### src/rtl/refpd_pkg.sv
package refpd_pkg;

  localparam int unsigned PRE_DIV_DEF  = 4;
  localparam int unsigned VHF_DIV_DEF  = 520;
  localparam int unsigned UHF_DIV_DEF  = 624;
  localparam int unsigned LOCK_PER_DEF = 8;
  localparam int unsigned MAX_RUN_DEF  = 2;

  typedef enum logic {
    PD_PULL_DOWN = 1'b0,
    PD_PULL_UP   = 1'b1
  } pd_dir_e;

  typedef struct packed {
    logic ref_seen;
    logic fb_seen;
  } pfd_flags_t;

endpackage

### src/rtl/refpd_prescale.sv
module refpd_prescale #(
  parameter int unsigned PRE_DIV = refpd_pkg::PRE_DIV_DEF
) (
  input  logic clk,
  input  logic rst_n,
  input  logic clr,
  output logic ce_o
);

  generate
    if (PRE_DIV <= 1) begin : g_bypass
      assign ce_o = 1'b1;
    end else begin : g_count
      localparam int unsigned PW = $clog2(PRE_DIV);
      localparam logic [PW-1:0] LAST = PW'(PRE_DIV - 1);

      logic [PW-1:0] cnt_q, cnt_d;

      always_comb begin
        cnt_d = cnt_q;
        if (clr)                cnt_d = '0;
        else if (cnt_q == LAST) cnt_d = '0;
        else                    cnt_d = cnt_q + 1'b1;
      end

      always_ff @(posedge clk or negedge rst_n) begin
        if (!rst_n) cnt_q <= '0;
        else        cnt_q <= cnt_d;
      end

      assign ce_o = (cnt_q == LAST);

      a_r2_ce_isolated: assert property (@(posedge clk) disable iff (!rst_n)
        ce_o |=> !ce_o);
    end
  endgenerate

endmodule

### src/rtl/refpd_banddiv.sv
module refpd_banddiv #(
  parameter int unsigned VHF_DIV = refpd_pkg::VHF_DIV_DEF,
  parameter int unsigned UHF_DIV = refpd_pkg::UHF_DIV_DEF
) (
  input  logic clk,
  input  logic rst_n,
  input  logic clr,
  input  logic ce_i,
  input  logic uhf_i,
  output logic tick_o
);

  localparam int unsigned MAXD  = (VHF_DIV > UHF_DIV) ? VHF_DIV : UHF_DIV;
  localparam int unsigned CW    = $clog2(MAXD);
  localparam logic [CW-1:0] LIM_V = CW'(VHF_DIV - 1);
  localparam logic [CW-1:0] LIM_U = CW'(UHF_DIV - 1);

  logic [CW-1:0] cnt_q, cnt_d, lim;
  logic          tick_q, tick_d, wrap;

  always_comb begin
    lim    = uhf_i ? LIM_U : LIM_V;
    wrap   = ce_i && (cnt_q == lim);
    cnt_d  = cnt_q;
    if (clr)       cnt_d = '0;
    else if (wrap) cnt_d = '0;
    else if (ce_i) cnt_d = cnt_q + 1'b1;
    tick_d = wrap && !clr;
  end

  always_ff @(posedge clk or negedge rst_n) begin
    if (!rst_n) begin
      cnt_q  <= '0;
      tick_q <= 1'b0;
    end else begin
      cnt_q  <= cnt_d;
      tick_q <= tick_d;
    end
  end

  assign tick_o = tick_q;

  a_r2_tick_isolated: assert property (@(posedge clk) disable iff (!rst_n)
    tick_o |=> !tick_o);
  a_r3_cnt_in_range: assert property (@(posedge clk) disable iff (!rst_n)
    cnt_q <= lim);
  a_r8_clr_restarts: assert property (@(posedge clk) disable iff (!rst_n)
    clr |=> (cnt_q == '0 && !tick_o));

endmodule

### src/rtl/refpd_pfd.sv
module refpd_pfd (
  input  logic clk,
  input  logic rst_n,
  input  logic clr,
  input  logic ref_ev,
  input  logic fb_ev,
  output logic drive_o,
  output logic level_o
);

  import refpd_pkg::*;

  pfd_flags_t flg_q, flg_d, flg_set;

  always_comb begin
    flg_set.ref_seen = flg_q.ref_seen | ref_ev;
    flg_set.fb_seen  = flg_q.fb_seen  | fb_ev;
    flg_d            = flg_set;
    if (clr || (flg_set.ref_seen && flg_set.fb_seen)) flg_d = '0;
  end

  always_ff @(posedge clk or negedge rst_n) begin
    if (!rst_n) flg_q <= '0;
    else        flg_q <= flg_d;
  end

  assign drive_o = flg_q.ref_seen ^ flg_q.fb_seen;
  assign level_o = flg_q.fb_seen ? PD_PULL_UP : PD_PULL_DOWN;

  a_r4_ref_first_pulls_down: assert property (@(posedge clk) disable iff (!rst_n)
    (!clr && ref_ev && !fb_ev && !drive_o) |=> (drive_o && !level_o));
  a_r5_fb_first_pulls_up: assert property (@(posedge clk) disable iff (!rst_n)
    (!clr && fb_ev && !ref_ev && !drive_o) |=> (drive_o && level_o));
  a_r6_coincident_quiet: assert property (@(posedge clk) disable iff (!rst_n)
    (ref_ev && fb_ev && !drive_o) |=> !drive_o);
  a_r7_hold_until_other: assert property (@(posedge clk) disable iff (!rst_n)
    (drive_o && !ref_ev && !fb_ev && !clr) |=> (drive_o && $stable(level_o)));
  a_r8_band_clears_drive: assert property (@(posedge clk) disable iff (!rst_n)
    clr |=> !drive_o);

endmodule

### src/rtl/refpd_lock.sv
module refpd_lock #(
  parameter int unsigned LOCK_PERIODS = refpd_pkg::LOCK_PER_DEF,
  parameter int unsigned MAX_RUN      = refpd_pkg::MAX_RUN_DEF
) (
  input  logic clk,
  input  logic rst_n,
  input  logic clr,
  input  logic ref_ev,
  input  logic drive_i,
  output logic lock_o
);

  localparam int unsigned GCW = $clog2(LOCK_PERIODS + 1);
  localparam int unsigned RCW = $clog2(MAX_RUN + 2);
  localparam logic [GCW-1:0] GOAL  = GCW'(LOCK_PERIODS);
  localparam logic [RCW-1:0] LIMIT = RCW'(MAX_RUN);

  logic [RCW-1:0] run_q, run_d;
  logic [GCW-1:0] good_q, good_d;
  logic           bad_q, bad_d, over, period_bad;

  always_comb begin
    over       = drive_i && (run_q >= LIMIT);
    period_bad = bad_q || over;

    run_d = run_q;
    if (!drive_i || clr)  run_d = '0;
    else if (!over)       run_d = run_q + 1'b1;

    bad_d = bad_q;
    if (clr || ref_ev)    bad_d = 1'b0;
    else if (over)        bad_d = 1'b1;

    good_d = good_q;
    if (clr)                   good_d = '0;
    else if (ref_ev) begin
      if (period_bad)          good_d = '0;
      else if (good_q != GOAL) good_d = good_q + 1'b1;
    end
  end

  always_ff @(posedge clk or negedge rst_n) begin
    if (!rst_n) begin
      run_q  <= '0;
      bad_q  <= 1'b0;
      good_q <= '0;
    end else begin
      run_q  <= run_d;
      bad_q  <= bad_d;
      good_q <= good_d;
    end
  end

  assign lock_o = (good_q == GOAL);

  a_r9_lock_rises_on_ref: assert property (@(posedge clk) disable iff (!rst_n)
    $rose(lock_o) |-> $past(ref_ev));
  a_r10_long_run_drops: assert property (@(posedge clk) disable iff (!rst_n)
    (ref_ev && over && !clr) |=> !lock_o);
  a_r8_band_drops_lock: assert property (@(posedge clk) disable iff (!rst_n)
    clr |=> !lock_o);

endmodule

### src/rtl/refpd_top.sv
module refpd_top #(
  parameter int unsigned PRE_DIV      = refpd_pkg::PRE_DIV_DEF,
  parameter int unsigned VHF_DIV      = refpd_pkg::VHF_DIV_DEF,
  parameter int unsigned UHF_DIV      = refpd_pkg::UHF_DIV_DEF,
  parameter int unsigned LOCK_PERIODS = refpd_pkg::LOCK_PER_DEF,
  parameter int unsigned MAX_RUN      = refpd_pkg::MAX_RUN_DEF
) (
  input  logic xtal_clk,
  input  logic rst_n,
  input  logic uhf_sel,
  input  logic fb_pulse,
  output logic ref_tick,
  output logic pd_level,
  output logic pd_drive,
  output logic lock
);

  logic [1:0] rst_pipe_q;
  logic       core_rst_n;
  logic       band_q, band_d, fb_q, fb_d;
  logic       band_chg, fb_rise, pre_ce, tick;

  always_ff @(posedge xtal_clk or negedge rst_n) begin
    if (!rst_n) rst_pipe_q <= 2'b00;
    else        rst_pipe_q <= {rst_pipe_q[0], 1'b1};
  end
  assign core_rst_n = rst_pipe_q[1];

  always_comb begin
    band_d   = uhf_sel;
    fb_d     = fb_pulse;
    band_chg = (uhf_sel != band_q);
    fb_rise  = fb_pulse && !fb_q;
  end

  always_ff @(posedge xtal_clk or negedge core_rst_n) begin
    if (!core_rst_n) begin
      band_q <= 1'b0;
      fb_q   <= 1'b0;
    end else begin
      band_q <= band_d;
      fb_q   <= fb_d;
    end
  end

  refpd_prescale #(.PRE_DIV(PRE_DIV)) u_pre (
    .clk(xtal_clk), .rst_n(core_rst_n), .clr(band_chg), .ce_o(pre_ce)
  );

  refpd_banddiv #(.VHF_DIV(VHF_DIV), .UHF_DIV(UHF_DIV)) u_div (
    .clk(xtal_clk), .rst_n(core_rst_n), .clr(band_chg), .ce_i(pre_ce),
    .uhf_i(band_q), .tick_o(tick)
  );

  refpd_pfd u_pfd (
    .clk(xtal_clk), .rst_n(core_rst_n), .clr(band_chg), .ref_ev(tick),
    .fb_ev(fb_rise), .drive_o(pd_drive), .level_o(pd_level)
  );

  refpd_lock #(.LOCK_PERIODS(LOCK_PERIODS), .MAX_RUN(MAX_RUN)) u_lock (
    .clk(xtal_clk), .rst_n(core_rst_n), .clr(band_chg), .ref_ev(tick),
    .drive_i(pd_drive), .lock_o(lock)
  );

  assign ref_tick = tick;

  a_r1_quiet_in_reset: assert property (@(posedge xtal_clk)
    !core_rst_n |-> (!ref_tick && !pd_drive && !lock));
  a_r7_rise_only: assert property (@(posedge xtal_clk) disable iff (!core_rst_n)
    (fb_q && fb_pulse && !tick && !band_chg && !pd_drive) |=> !pd_drive);

endmodule

### config.mk
export PLATFORM = sky130hd
export DESIGN_NAME = refpd_top
export DESIGN_NICKNAME = d
export VERILOG_FILES = /design/src/rtl/refpd_pkg.sv /design/src/rtl/refpd_prescale.sv /design/src/rtl/refpd_banddiv.sv /design/src/rtl/refpd_pfd.sv /design/src/rtl/refpd_lock.sv /design/src/rtl/refpd_top.sv
export SDC_FILE = /design/constraint.sdc
export NUM_CORES = 1
export LEC_CHECK = 0
export BUFFER_PORTS_ARGS = -buffer_cell sky130_fd_sc_hd__buf_2
export CELL_PAD_IN_SITES_DETAIL_PLACEMENT = 1
export CELL_PAD_IN_SITES_GLOBAL_PLACEMENT = 2
export CORE_AREA = 10 10 69 71
export DETAILED_ROUTE_END_ITERATION = 10
export DIE_AREA = 0 0 79 81
export GPL_ROUTABILITY_DRIVEN = 0
export PLACE_DENSITY_LB_ADDON = 0.1
export SLEW_MARGIN = 10
export SYNTH_ARGS = -nofsm -noshare
export SYNTH_HDL_FRONTEND = slang
export SYNTH_SLANG_ARGS = --single-unit
### constraint.sdc
create_clock -name xtal_clk -period 1.1 [get_ports xtal_clk]
set_input_delay 0.055 -clock xtal_clk [delete_from_list [all_inputs] [get_ports xtal_clk]]
set_output_delay 0.055 -clock xtal_clk [all_outputs]
set_load 0.05 [all_outputs]
-- After elaboration in Yosys (flattened, before gate mapping)
Cells that the tools add are included.
Widths: inputs -> output; s select.
- add/sub/neg operators: 4
- $lt $le $gt $ge: 1
- equal/unequal tests: 6
- multiplexer cells: 16
- bitwise gates (word level): 3
- reductions and logical operators: 17
- operator list (cell ; number):
    $mux 10 ; 3
    $mux 4 ; 4
    $add 10x1->10 const B ; 1
    $eq 10x10->1 ; 1
    $mux 2 ; 5
    $mux 7 ; 1
    $reduce_bool 3->1 ; 2
    $logic_and 1x1->1 ; 5
    $add 2x1->2 const B ; 2
    $add 4x1->4 const B ; 1
    $eq 4x4->1 const B ; 1
    $logic_or 1x1->1 ; 4
    $ne 4x4->1 const B ; 1
    $reduce_bool 2->1 ; 2
    $logic_not 1->1 ; 3
    $mux 1 ; 3
    $eq 2x2->1 const B ; 1
    $ge 2x2->1 const B ; 1
    $ne 2x2->1 const B ; 1
    $or 1x1->1 ; 2
    $reduce_and 2->1 ; 1
    $ne 1x1->1 ; 1
    $xor 1x1->1 ; 1
- register bits: 26
- bits of input ports: 4
- output and inout port bits: 4
- word-level logic and storage cells: 58

-- Depth between registers and ports, before layout
Gate-level depths: netlist of run 1.
- depth after elaboration: 6
- mapped depth: 7

-- Cells and area by module
From an unflattened synthesis of run 1, not the netlist that was laid out.
- cells, all modules: 117
- area total of the unflattened synthesis: 1247.4 µm²
- by module, submodules not included (module ; instances ; cells an instance ; area an instance (µm²) ; sequential area each (µm²)):
    refpd_banddiv ; 1 ; 57 ; 594.3 ; 275.3
    refpd_lock ; 1 ; 41 ; 382.9 ; 175.2
    refpd_top ; 1 ; 7 ; 118.9 ; 100.1
    refpd_pfd ; 1 ; 7 ; 78.8 ; 50.0
    refpd_prescale ; 1 ; 5 ; 72.6 ; 50.0

-- Worst setup path after synthesis of run 1
No wires, ideal clock.
- kind: register to register
- from: reg u_pfd.flg_q[0] (netlist name)
- to: reg u_lock.good_q[0]
- library setup time: 123 ps
- data arrival time: 2224 ps
- data required time: 977 ps
- path slack: -1246 ps
- stages on the path, launching flop included: 4
- path buffers: 0
- cell sequence: dfrtp_1 xor2_1 a211oi_1 o221a_2
- cells in the longest elaborated chain, start to end: 6
- elaborated cells on any way between the ends: 8
- classes of those cells: 3 x mux; 1 x bitwise; 4 x reduce/logical
- ends and longest elaborated chain (what ; line ; RTL):
    start: declaration ; refpd_pfd.sv:13 ; pfd_flags_t flg_q, flg_d, flg_set;
    start signal: assignment ; refpd_pfd.sv:24 ; else flg_q <= flg_d;
    $xor 1x1->1 (*) ; refpd_pfd.sv:27 ; assign drive_o = flg_q.ref_seen ^ flg_q.fb_seen;
    named net pd_drive ; refpd_top.sv:14 ; output logic pd_drive,
    $logic_and 1x1->1 (*) ; refpd_lock.sv:23 ; over = drive_i && (run_q >= LIMIT);
    $logic_or 1x1->1 (*) ; refpd_lock.sv:24 ; period_bad = bad_q || over;
    $mux 4 ; refpd_lock.sv:37 ; if (period_bad) good_d = '0;
    $mux 4 ; refpd_lock.sv:36 ; else if (ref_ev) begin
    $mux 4 ; refpd_lock.sv:35 ; if (clr) good_d = '0;
    end signal: assignment ; refpd_lock.sv:50 ; good_q <= good_d;
    end: declaration ; refpd_lock.sv:19 ; logic [GCW-1:0] good_q, good_d;
The timed path passes the listed nets; every way through them passes the cells marked *. The select of a mux whose other input is x is not followed.
A chain may end at the register's enable or synchronous reset.

-- Worst setup path after layout of run 1
- from: reg u_div.cnt_q[6]
- to: reg u_div.cnt_q[6]
- cells in the longest elaborated chain, start to end: 4
- elaborated cells on any way between the ends: 7
- classes of those cells: 1 x add/sub; 1 x eq/ne; 3 x mux; 2 x reduce/logical
- ends and longest elaborated chain (what ; line ; RTL):
    start: declaration ; refpd_banddiv.sv:18 ; logic [CW-1:0] cnt_q, cnt_d, lim;
    start signal: assignment ; refpd_banddiv.sv:36 ; cnt_q <= cnt_d;
    $add 10x1->10 / $eq 10x10->1 (equally long branches) ; refpd_banddiv.sv:27, refpd_banddiv.sv:23 ;
    $mux 10 / $logic_and 1x1->1 (equally long branches) ; refpd_banddiv.sv:27, refpd_banddiv.sv:23 ;
    $mux 10 ; refpd_banddiv.sv:26 ; else if (wrap) cnt_d = '0;
    $mux 10 ; refpd_banddiv.sv:25 ; if (clr) cnt_d = '0;
Several ways; a longest one is shown, not always the timed one. The select of a mux whose other input is x is not followed.

==> metrics.md, run 1 <==
| Metric | Value |
|---|---|
| Switch share | `0.287` |
| Post-Route WL | `3510 um` |
| Fmax | `593 MHz` |
| Final Cycle Share | `1.53` |
| Status | `complete, but fails checks` |
| Critical Path End Type | `flip-flop` |
| CP max-delay cell | `or4_4` |
| Die X-Extent | `79 um` |
| Pins Over Slew Limit | `0` |
| Ys async rst share | `1.00` |
| Area Overhead vs Synth | `61.8%` |
| Skew final | `0.00480 ns` |
| Worst Setup SP | `u_div.cnt_q[6]` |
| Finished Cell Area | `0.00203 sq mm` |
| Starting Density | `0.357` |
| Full die area | `0.00640 sq mm` |
| Clock tree sinks | `26` |
| Worst path bufs/invs | `0` |
| CP Max Fanout | `5` |
| Setup TNS | `-8.67 ns` |
| Initial antenna violation count | `0` |
| CTS root buf | `clkbuf_4` |
| Cell taking the most area after synthesis | `dfrtp_1` |
| Final setup fails | `26` |
| CP Cell Sequence | `or4_4 > a211o_4 > nand2_4 > o21ba_1` |
| Cts bufs inserted | `3` |
| Total global-route track usage | `0.120` |
| Final hold violations | `0` |
| Clock slew at reported path FFs | `0.15 ns` |
| Worst Hold Class | `input port to asynchronous set/reset pin` |
| Fraction of layout cells with a size suffix above 1 | `0.506` |
| ANT nets after route | `0` |
| Worst hold slack | `0.0350 ns` |
| Part of the power in the clock network | `0.290` |
| Count of input and output buffers | `7` |
| Switching power | `674 uW` |
| Largest cells by area after synthesis | `dfrtp_1, xor2_1, ha_1, nor2_1, o21ai_0` |
| RSZ-0062 raised after global routing | `true` |
| Overall power | `2.35 mW` |
| Number of max-cap violations | `0` |
| Via Count | `1100` |
| Post-layout util | `0.577` |
| First-pass GRT wire length | `6000 um` |
| Reg-to-reg endpoint | `u_div.cnt_q[6]` |
| VDD IR max | `0.444 mV` |
| Hpwl dp | `2420 um` |
| Yosys cell types | `36` |
| Synthesized Nets | `129` |
| Combinational Power Share | `0.265` |
| Worst r2r path cells | `4` |
| Clock buffer depth | `2` |
| Tmin final | `1.69 ns` |
| FF-to-FF setup slack | `-0.59 ns` |
| Synthesized area | `0.00126 sq mm` |
| Startpoint types | `flip-flop` |
| H-tree depth | `1` |
| Family with the most delay on the worst path | `simple AND/OR/NAND/NOR gates` |
| Final-stage net count | `182` |
| Via-per-instance ratio | `5.00` |
| DR DRC count | `0` |
| FP Rows | `22` |
| Placeable Area | `0.00352 sq mm` |
| Critical Path RT | `1.35 ns` |
| Primary FF master, synth | `dfrtp_1` |
| Setup crit end | `u_div.cnt_q[6]` |
| Leakage | `0.913 nW` |
| Share of the synthesized area in the top cell type | `0.518` |
| Count leader, synth | `dfrtp_1` |
| Iter 0 DRT Violations | `12` |
| Largest net degree at the start of global routing | `20` |
| Failing checks | `negative setup slack` |
| Filler cells | `397` |
| Clock latency on the worst-skew pair | `0.34 ns` |
| Synth Warn # | `0` |
| DR pass1 iterations | `4` |
| Worst R2R Start | `u_div.cnt_q[6]` |
| Die height | `81 um` |
| Pwr/cell area | `1160 mW/mm^2` |
| Pint | `1.67 mW` |
| Most common library cells after synthesis | `dfrtp_1, nor2_1, xor2_1, nand2_1, o21ai_0` |
| Worst EP arrival | `1.93 ns` |
| TritonCTS clock tree | `yes` |
| I/O Pins | `8` |
| Number of flops mapped to enable cells by yosys | `0` |
| Grt ovf | `0` |
| Diode count | `0` |
| Placed cell area | `0.00163 sq mm` |
| Cells after Synth | `120` |
| Synthesis-stage register bit count | `26` |
| WS Path Type | `flip-flop to flip-flop` |
| Vias in the first global route | `1246` |
| Levels on crit path | `4` |
| Mean Syn Cell Area | `10.5 sq um` |
| Register area share after synthesis | `0.518` |
| Max stage delay on crit path | `0.54 ns` |
| Register share of total power | `0.445` |
| Setup ws final | `-0.586 ns` |
| Wirelength per Cell | `15.9 um` |
[repair_timing]
| item | in CTS | in global routing |
|---|---|---|
| buffers inserted | 9 | 3 |
| gates cloned | 1 | 0 |
| pin swaps | 11 | 9 |
| hold buffers | 3 | 0 |
| gates resized for setup | 38 | 21 |
| endpoints found under the hold margin | 4 | 0 |
| setup endpoints to repair | 26 | 26 |
[layer usage]
| metal | global-route usage | part of all wire | routed length (um) |
|---|---|---|---|
| met5 | 0 | 0 | 0 |
| met4 | 0.0520 | 0.025 | 86 |
| met3 | 0.0254 | 0.025 | 86 |
| met2 | 0.230 | 0.55 | 1920 |
| met1 | 0.122 | 0.40 | 1410 |
[stage by stage]
stage | worst slack (ns) | instances
3_5_place_dp | -0.566 | 202
4_1_cts | -0.535 | 219
5_1_grt | -0.646 | 220
2_1_floorplan | -0.499 | 120
6_report | -0.586 | 220
3_3_place_gp | -0.546 | 202
[power groups by stage]
stage,registers (mW),logic (mW),clock network [mW]
floorplan,1.08,0.241,0
global placement,1.06,0.421,0
detailed placement,1.06,0.430,0
CTS,1.04,0.578,0.680
global route,1.05,0.671,0.743
finish,1.04,0.622,0.681
[cell type report]
| type | count | area [sq um] | area share |
|---|---|---|---|
| Clock buffer | 3 | 22.5 | 0.0111 |
| Timing Repair Buffer | 50 | 459 | 0.226 |
| Inverter | 5 | 18.8 | 0.00924 |
| Multi-Input combinational cell | 87 | 788 | 0.388 |
| Clock inverter | 1 | 30.0 | 0.0148 |
| Sequential cell | 26 | 653 | 0.321 |
| Tap cell | 48 | 60.1 | 0.0296 |
[sequential cells by signal (all words and copies together) (netlist names)]
name and cells:
u_div.cnt_q 10, u_div.tick_o 1, u_pre.g_count.cnt_q 2, u_lock.good_q 4, u_pfd.flg_q 2, u_lock.bad_q 1
u_lock.run_q 2, fb_q 1, rst_pipe_q 2, band_q 1
[worst register-to-register path, delay by kind of cell (launching register included)]
kind | cells | cell delay, ns
flops | 1 | 0.43
compound gates | 2 | 0.52
simple gates | 2 | 0.64
[worst min-delay path by stage]
| stage | start | end | cells after the start |
|---|---|---|---|
| floorplan | rst_n | rst_pipe_q[0] | 0 |
| global placement | rst_n | rst_pipe_q[0] | 1 |
| detailed placement | rst_n | rst_pipe_q[0] | 1 |
| CTS | rst_n | rst_pipe_q[0] | 2 |
| global route | rst_n | rst_pipe_q[0] | 2 |
| finish | rst_n | rst_pipe_q[0] | 2 |
[layout by cell type, fill, tap and decap left out, types with 2 or more instances in the layout]
cell type | synthesis | final
dfrtp_2 | 0 | 2
buf_8 | 0 | 4
nor2_2 | 0 | 7
buf_6 | 0 | 11
nand3_1 | 2 | 2
nand2_1 | 8 | 7
a21oi_2 | 0 | 2
ha_2 | 0 | 2
xor2_4 | 0 | 2
inv_1 | 5 | 5
buf_4 | 0 | 28
and4_2 | 2 | 2
nor2_1 | 14 | 6
buf_2 | 1 | 3
and3_1 | 3 | 3
xor2_1 | 9 | 7
nor3_1 | 3 | 3
nor4_4 | 0 | 2
o21ai_0 | 8 | 4
ha_1 | 5 | 3
clkbuf_4 | 0 | 3
dfrtp_1 | 26 | 24
dlygate4sd3_1 | 0 | 3
o21ai_1 | 0 | 4
nand2_4 | 1 | 3
o211ai_1 | 3 | 3
[cells by family after synthesis]
group                      after synthesis  synth area share
DFF                                     26             0.518
xor gates and xnor gates                12            0.0837
buffers and inverters                    8            0.0249
AOI/OAI and AO/OA                       24             0.131
other                                    1           0.00299
adders and majority gates                5            0.0498
and+or+nand+nor                         44             0.189
(Power assumes the default switching activity.)
==> inputs of run 2 (changes only) <==
BUFFER_PORTS_ARGS = -buffer_cell sky130_fd_sc_hd__buf_4   (was -buffer_cell sky130_fd_sc_hd__buf_2)
GPL_TIMING_DRIVEN = 0   (was not set)
==> run 2 against run 1 <==
The run still ends with negative setup slack left; critical path depth is 1 higher; final cell count is 4.1% lower; via count is 4.6% lower; first-iteration DRC count grew to 2.8 times the previous value; clock skew hardly changed; non-clock buffer count is 9 lower; total power is 8.9% lower.
==> metrics.md, run 2 (same netlist as run 1, synthesis figures left out) <==
| Metric | Value |
|---|---|
| ANT nets after route | `0` |
| Finished Layout Cells | `211` |
| Final hold violations | `0` |
| Commonest non-fill, non-tap cells in the layout | `buf_4, dfrtp_1, buf_6` |
| Hpwl dp | `2040 um` |
| Via Count | `1049` |
| Overall power | `2.14 mW` |
| Worst-Margin Slew | `0.538 ns` |
| Placeable Area | `0.00352 sq mm` |
| Largest net degree at the start of global routing | `25` |
| Post-Route WL | `3550 um` |
| Area Overhead vs Synth | `56.7%` |
| Most flops, register | `u_div.cnt_q` |
| Starting Density | `0.357` |
| Setup TNS | `-8.64 ns` |
| Metal-1 WL | `1430 um` |
| Tmin final | `1.69 ns` |
| Clock latency on the worst-skew pair | `0.34 ns` |
| Setup ws final | `-0.593 ns` |
| Status | `complete, but fails checks` |
| Placed instance count | `175` |
| TritonCTS clock tree | `yes` |
| Max reg flops | `10` |
| Startpoint types | `flip-flop` |
| Worst EP arrival | `1.94 ns` |
| H-tree depth | `1` |
| Pins Over Slew Limit | `0` |
| Die height | `81 um` |
| Biggest registers after layout | `u_div.cnt_q (10), u_lock.good_q (4)` |
| Final Cycle Share | `1.54` |
| FF-to-FF setup slack | `-0.59 ns` |
| Fraction of layout cells with a size suffix above 1 | `0.491` |
| Multi-input gate area | `808 sq um` |
| Grt ovf | `0` |
| Pwr/cell area | `1090 mW/mm^2` |
| Post-layout util | `0.559` |
| DR top layer | `met4` |
| Diode count | `0` |
| Clock tree sinks | `26` |
| DR pass1 iterations | `4` |
| WS Path Type | `flip-flop to flip-flop` |
| Initial antenna violation count | `0` |
| VDD IR max | `0.536 mV` |
| Most common cell after layout, fill and taps aside | `buf_4` |
| CTS root buf | `clkbuf_4` |
| Worst Hold Class | `input port to asynchronous set/reset pin` |
| Setup WS pre-CTS | `-0.655 ns` |
| DR DRC count | `0` |
| Critical Path RT | `1.34 ns` |
| Failing checks | `negative setup slack` |
| Number of max-cap violations | `0` |
| Full die area | `0.00640 sq mm` |
| Fmax | `591 MHz` |
| CP Max Fanout | `5` |
| Sequential Area | `658 sq um` |
| Iter 0 DRT Violations | `34` |
| FP Rows | `22` |
| First-pass GRT wire length | `5780 um` |
| Filler cells | `389` |
| Total global-route track usage | `0.113` |
| Final-stage net count | `173` |
| RSZ-0062 raised after global routing | `true` |
| Clock buffer depth | `2` |
| Via-per-instance ratio | `4.97` |
| Cts bufs inserted | `3` |
| WL met3 | `76 um` |
| Clock slew at reported path FFs | `0.15 ns` |
| Die X-Extent | `79 um` |
| Count of input and output buffers | `7` |
| Skew final | `0.00454 ns` |
| Leakage | `0.844 nW` |
| Critical Path End Type | `flip-flop` |
| Wirelength per Cell | `16.8 um` |
| I/O Pins | `8` |
| Slew HR | `0.642` |
| DR WL met2 | `1990 um` |
| Vias in the first global route | `1170` |
| Final setup fails | `24` |
[run 2: where the power goes]
part | switching (mW) | internal [mW] | total [mW]
sequential | 0.0746 | 1.01 | 1.08
clock | 0.303 | 0.143 | 0.446
combinational | 0.299 | 0.314 | 0.613
total | 0.676 | 1.46 | 2.14
[run 2: worst max-delay path, stage by stage (launching register included)]
cell	delay, ns
dfrtp_1	0.41
ha_4	0.16
or4b_4	0.46
a211o_4	0.31
nand2_4	0.10
o21ba_4	0.16
[run 2: timing repair]
action	4_1_cts	5_1_grt
pin swaps	20	10
cloned	1	0
setup buffers	23	8
resized for setup	40	18
hold buffers	3	0
hold endpoints to repair	4	0
setup endpoints to repair	49	26
[run 2: layout make-up]
class                           instances  share of cell area
Buffer                                  2             0.00763
Inverter                                5             0.00954
Multi-Input combinational cell         87               0.411
Timing Repair Buffer                   39               0.194
Sequential cell                        26               0.334
Tap cell                               48              0.0305
Clock buffer                            4              0.0134
[run 2: routing by layer]
metal  GRT usage  vias up
li1            -      506
met2       0.223        7
met4      0.0376        0
met1       0.118      532
met3      0.0199        4
met5           0        -
[run 2: through the flow]
| step | instance area (sq um) | hold WS (ns) |
|---|---|---|
| 2_1_floorplan | 1320 | -0.241 |
| 3_3_place_gp | 1430 | -0.164 |
| 3_5_place_dp | 1430 | -0.163 |
| 4_1_cts | 1850 | 0.0105 |
| 5_1_grt | 1970 | 0.0168 |
| 6_report | 1970 | 0.0154 |
[run 2: path summary, 6_finish.rpt]
kind,cells after the start,to,from
hold / removal,2,rst_pipe_q[1],rst_n
setup reg to reg,5,u_div.cnt_q[6],u_pre.g_count.cnt_q[1]
setup / recovery,5,u_div.cnt_q[6],u_pre.g_count.cnt_q[1]
min in group xtal_clk,4,u_lock.good_q[0],uhf_sel
hold reg to reg,0,u_pre.g_count.cnt_q[1],rst_pipe_q[1]
max in group asynchronous,0,band_q,rst_pipe_q[1]
==> inputs of run 3 (changes only) <==
PLACE_DENSITY = 0.73   (was not set)
PLACE_DENSITY_LB_ADDON = not set   (was 0.1)
==> run 3 against run 2 <==
The run still ends with negative setup slack left; critical endpoint unchanged; global-route usage decreased by 0.95 points; first-iteration DRC count decreased by 8.8%; non-clock buffer count down 3; critical path type unchanged; sequential share of layout area rose by 1.2 points.
==> metrics.md, run 3 (same netlist as run 1, synthesis figures left out) <==
| Metric | Value |
|---|---|
| Pwr/cell area | `1210 mW/mm^2` |
| Grt ovf | `0` |
| Post-Route WL | `3480 um` |
| Clock latency on the worst-skew pair | `0.33 ns` |
| Switching power | `657 uW` |
| I/O Pins | `8` |
| Most flops, register | `u_div.cnt_q` |
| Overall power | `2.30 mW` |
| Combinational Power Share | `0.242` |
| CTS root buf | `clkbuf_4` |
| DR pass1 iterations | `4` |
| Critical Path End Type | `flip-flop` |
| Final Cycle Share | `1.55` |
| Clock buffer depth | `2` |
| Leakage | `0.825 nW` |
| Switch share | `0.285` |
| FP Rows | `22` |
| H-tree depth | `1` |
| Largest net degree at the start of global routing | `25` |
| Pint | `1.65 mW` |
| Post-layout util | `0.539` |
| Worst EP arrival | `1.95 ns` |
| Fmax | `587 MHz` |
| CP max-delay cell | `or4b_1` |
| ANT nets after route | `0` |
| Worst-Margin Slew | `0.538 ns` |
| Max stage delay on crit path | `0.44 ns` |
| Part of the power in the clock network | `0.288` |
| Final setup fails | `25` |
| Final-stage net count | `170` |
| Iter 0 DRT Violations | `31` |
| Total global-route track usage | `0.104` |
| Commonest non-fill, non-tap cells in the layout | `buf_4, dfrtp_1, nor2_1` |
| Number of max-cap violations | `0` |
| Hpwl dp | `2030 um` |
| Slew HR | `0.642` |
| DR DRC count | `0` |
| Via Count | `1076` |
| Area Overhead vs Synth | `51.3%` |
| RSZ-0062 raised after global routing | `true` |
| Clock tree sinks | `26` |
| Failing checks | `negative setup slack` |
| Wirelength per Cell | `16.8 um` |
| Setup ws final | `-0.605 ns` |
| Diode count | `0` |
| Full die area | `0.00640 sq mm` |
| Placeable Area | `0.00352 sq mm` |
| WS Path Type | `flip-flop to flip-flop` |
| Vias in the first global route | `1062` |
| Count of input and output buffers | `7` |
| Starting Density | `0.357` |
| Final hold violations | `0` |
| Skew final | `0.0101 ns` |
| Via-per-instance ratio | `5.17` |
| CP Max Fanout | `5` |
| VDD IR max | `0.645 mV` |
| Initial antenna violation count | `0` |
| Worst Hold Class | `input port to asynchronous set/reset pin` |
| Startpoint types | `flip-flop` |
| Die height | `81 um` |
| Biggest registers after layout | `u_div.cnt_q (10), u_lock.good_q (4)` |
| Fraction of layout cells with a size suffix above 1 | `0.431` |
| Status | `complete, but fails checks` |
| Pins Over Slew Limit | `0` |
| Cts bufs inserted | `3` |
| Max reg flops | `10` |
| Finished Layout Cells | `208` |
| Most common cell after layout, fill and taps aside | `buf_4` |
| Clock slew at reported path FFs | `0.15 ns` |
| Critical Path RT | `1.34 ns` |
| Tmin final | `1.70 ns` |
| First-pass GRT wire length | `5290 um` |
| Die X-Extent | `79 um` |
| TritonCTS clock tree | `yes` |
| Register share of total power | `0.470` |
| CP Cell Sequence | `ha_4 > or4b_1 > a211o_1 > nand2_4 > o21ba_1` |
| Placed instance count | `175` |
==> run 3: cell type report <==
class / instances / area (sq um)
Fill cell: 403 / 1620
Buffer: 2 / 18.8
Multi-Input combinational cell: 87 / 753
Tap cell: 48 / 60.1
Clock inverter: 1 / 30.0
Sequential cell: 26 / 658
Inverter: 5 / 18.8
Timing Repair Buffer: 36 / 339
Clock buffer: 3 / 22.5
==> run 3: timing repair <==
| item | CTS | global route |
|---|---|---|
| setup buffers | 9 | 17 |
| pin swaps | 17 | 14 |
| endpoints found under the hold margin | 4 | 0 |
| endpoints found under the setup margin | 26 | 26 |
| hold buffers | 3 | 0 |
| cloned | 1 | 0 |
| gates resized for setup | 25 | 20 |
==> run 3: final timing paths <==
kind                                   startpoint                     end  slack, ns  cells after the start
hold / removal                              rst_n           rst_pipe_q[1]       0.02                      2
max in group asynchronous           rst_pipe_q[1]                  band_q       0.46                      0
hold reg to reg                     rst_pipe_q[1]                    fb_q       0.26                      0
min in group xtal_clk                     uhf_sel  u_pre.g_count.cnt_q[1]       0.19                      3
setup / recovery           u_pre.g_count.cnt_q[0]          u_div.cnt_q[6]      -0.60                      5
setup reg to reg           u_pre.g_count.cnt_q[0]          u_div.cnt_q[6]      -0.60                      5
==> run 3: power groups by stage <==
stage               logic, mW  clock network (mW)  registers, mW
finish                  0.558               0.664           1.08
global route            0.608               0.744           1.09
CTS                     0.461               0.684           1.07
detailed placement      0.352                   0           1.08
global placement        0.333                   0           1.08
floorplan               0.241                   0           1.08
==> run 3: through the flow <==
stage	TNS (ns)	hold slack [ns]	worst slack (ns)	area (sq um)
floorplan	-6.97	-0.241	-0.499	1320
global placement	-9.39	-0.163	-0.629	1430
detailed placement	-9.78	-0.156	-0.629	1430
CTS	-8.64	0.00753	-0.592	1680
global route	-11.04	0.00119	-0.652	1900
finish	-9.58	0.0165	-0.605	1900
==> run 3: routing by layer <==
layer | GRT usage | up-vias | wire (um)
met3 | 0.0243 | 11 | 114
met5 | 0 | - | 0
met2 | 0.186 | 19 | 1860
li1 | - | 506 | -
met4 | 0.0430 | 0 | 117
met1 | 0.116 | 540 | 1390
==> run 3: worst max-delay path: cells and delay by family (launching register included) <==
kind / cells / cell delay, ns
flip-flops: 1 / 0.42
AO/OA/AOI/OAI: 2 / 0.47
adder cells (fa/ha/maj): 1 / 0.16
AND/OR/NAND/NOR: 2 / 0.57
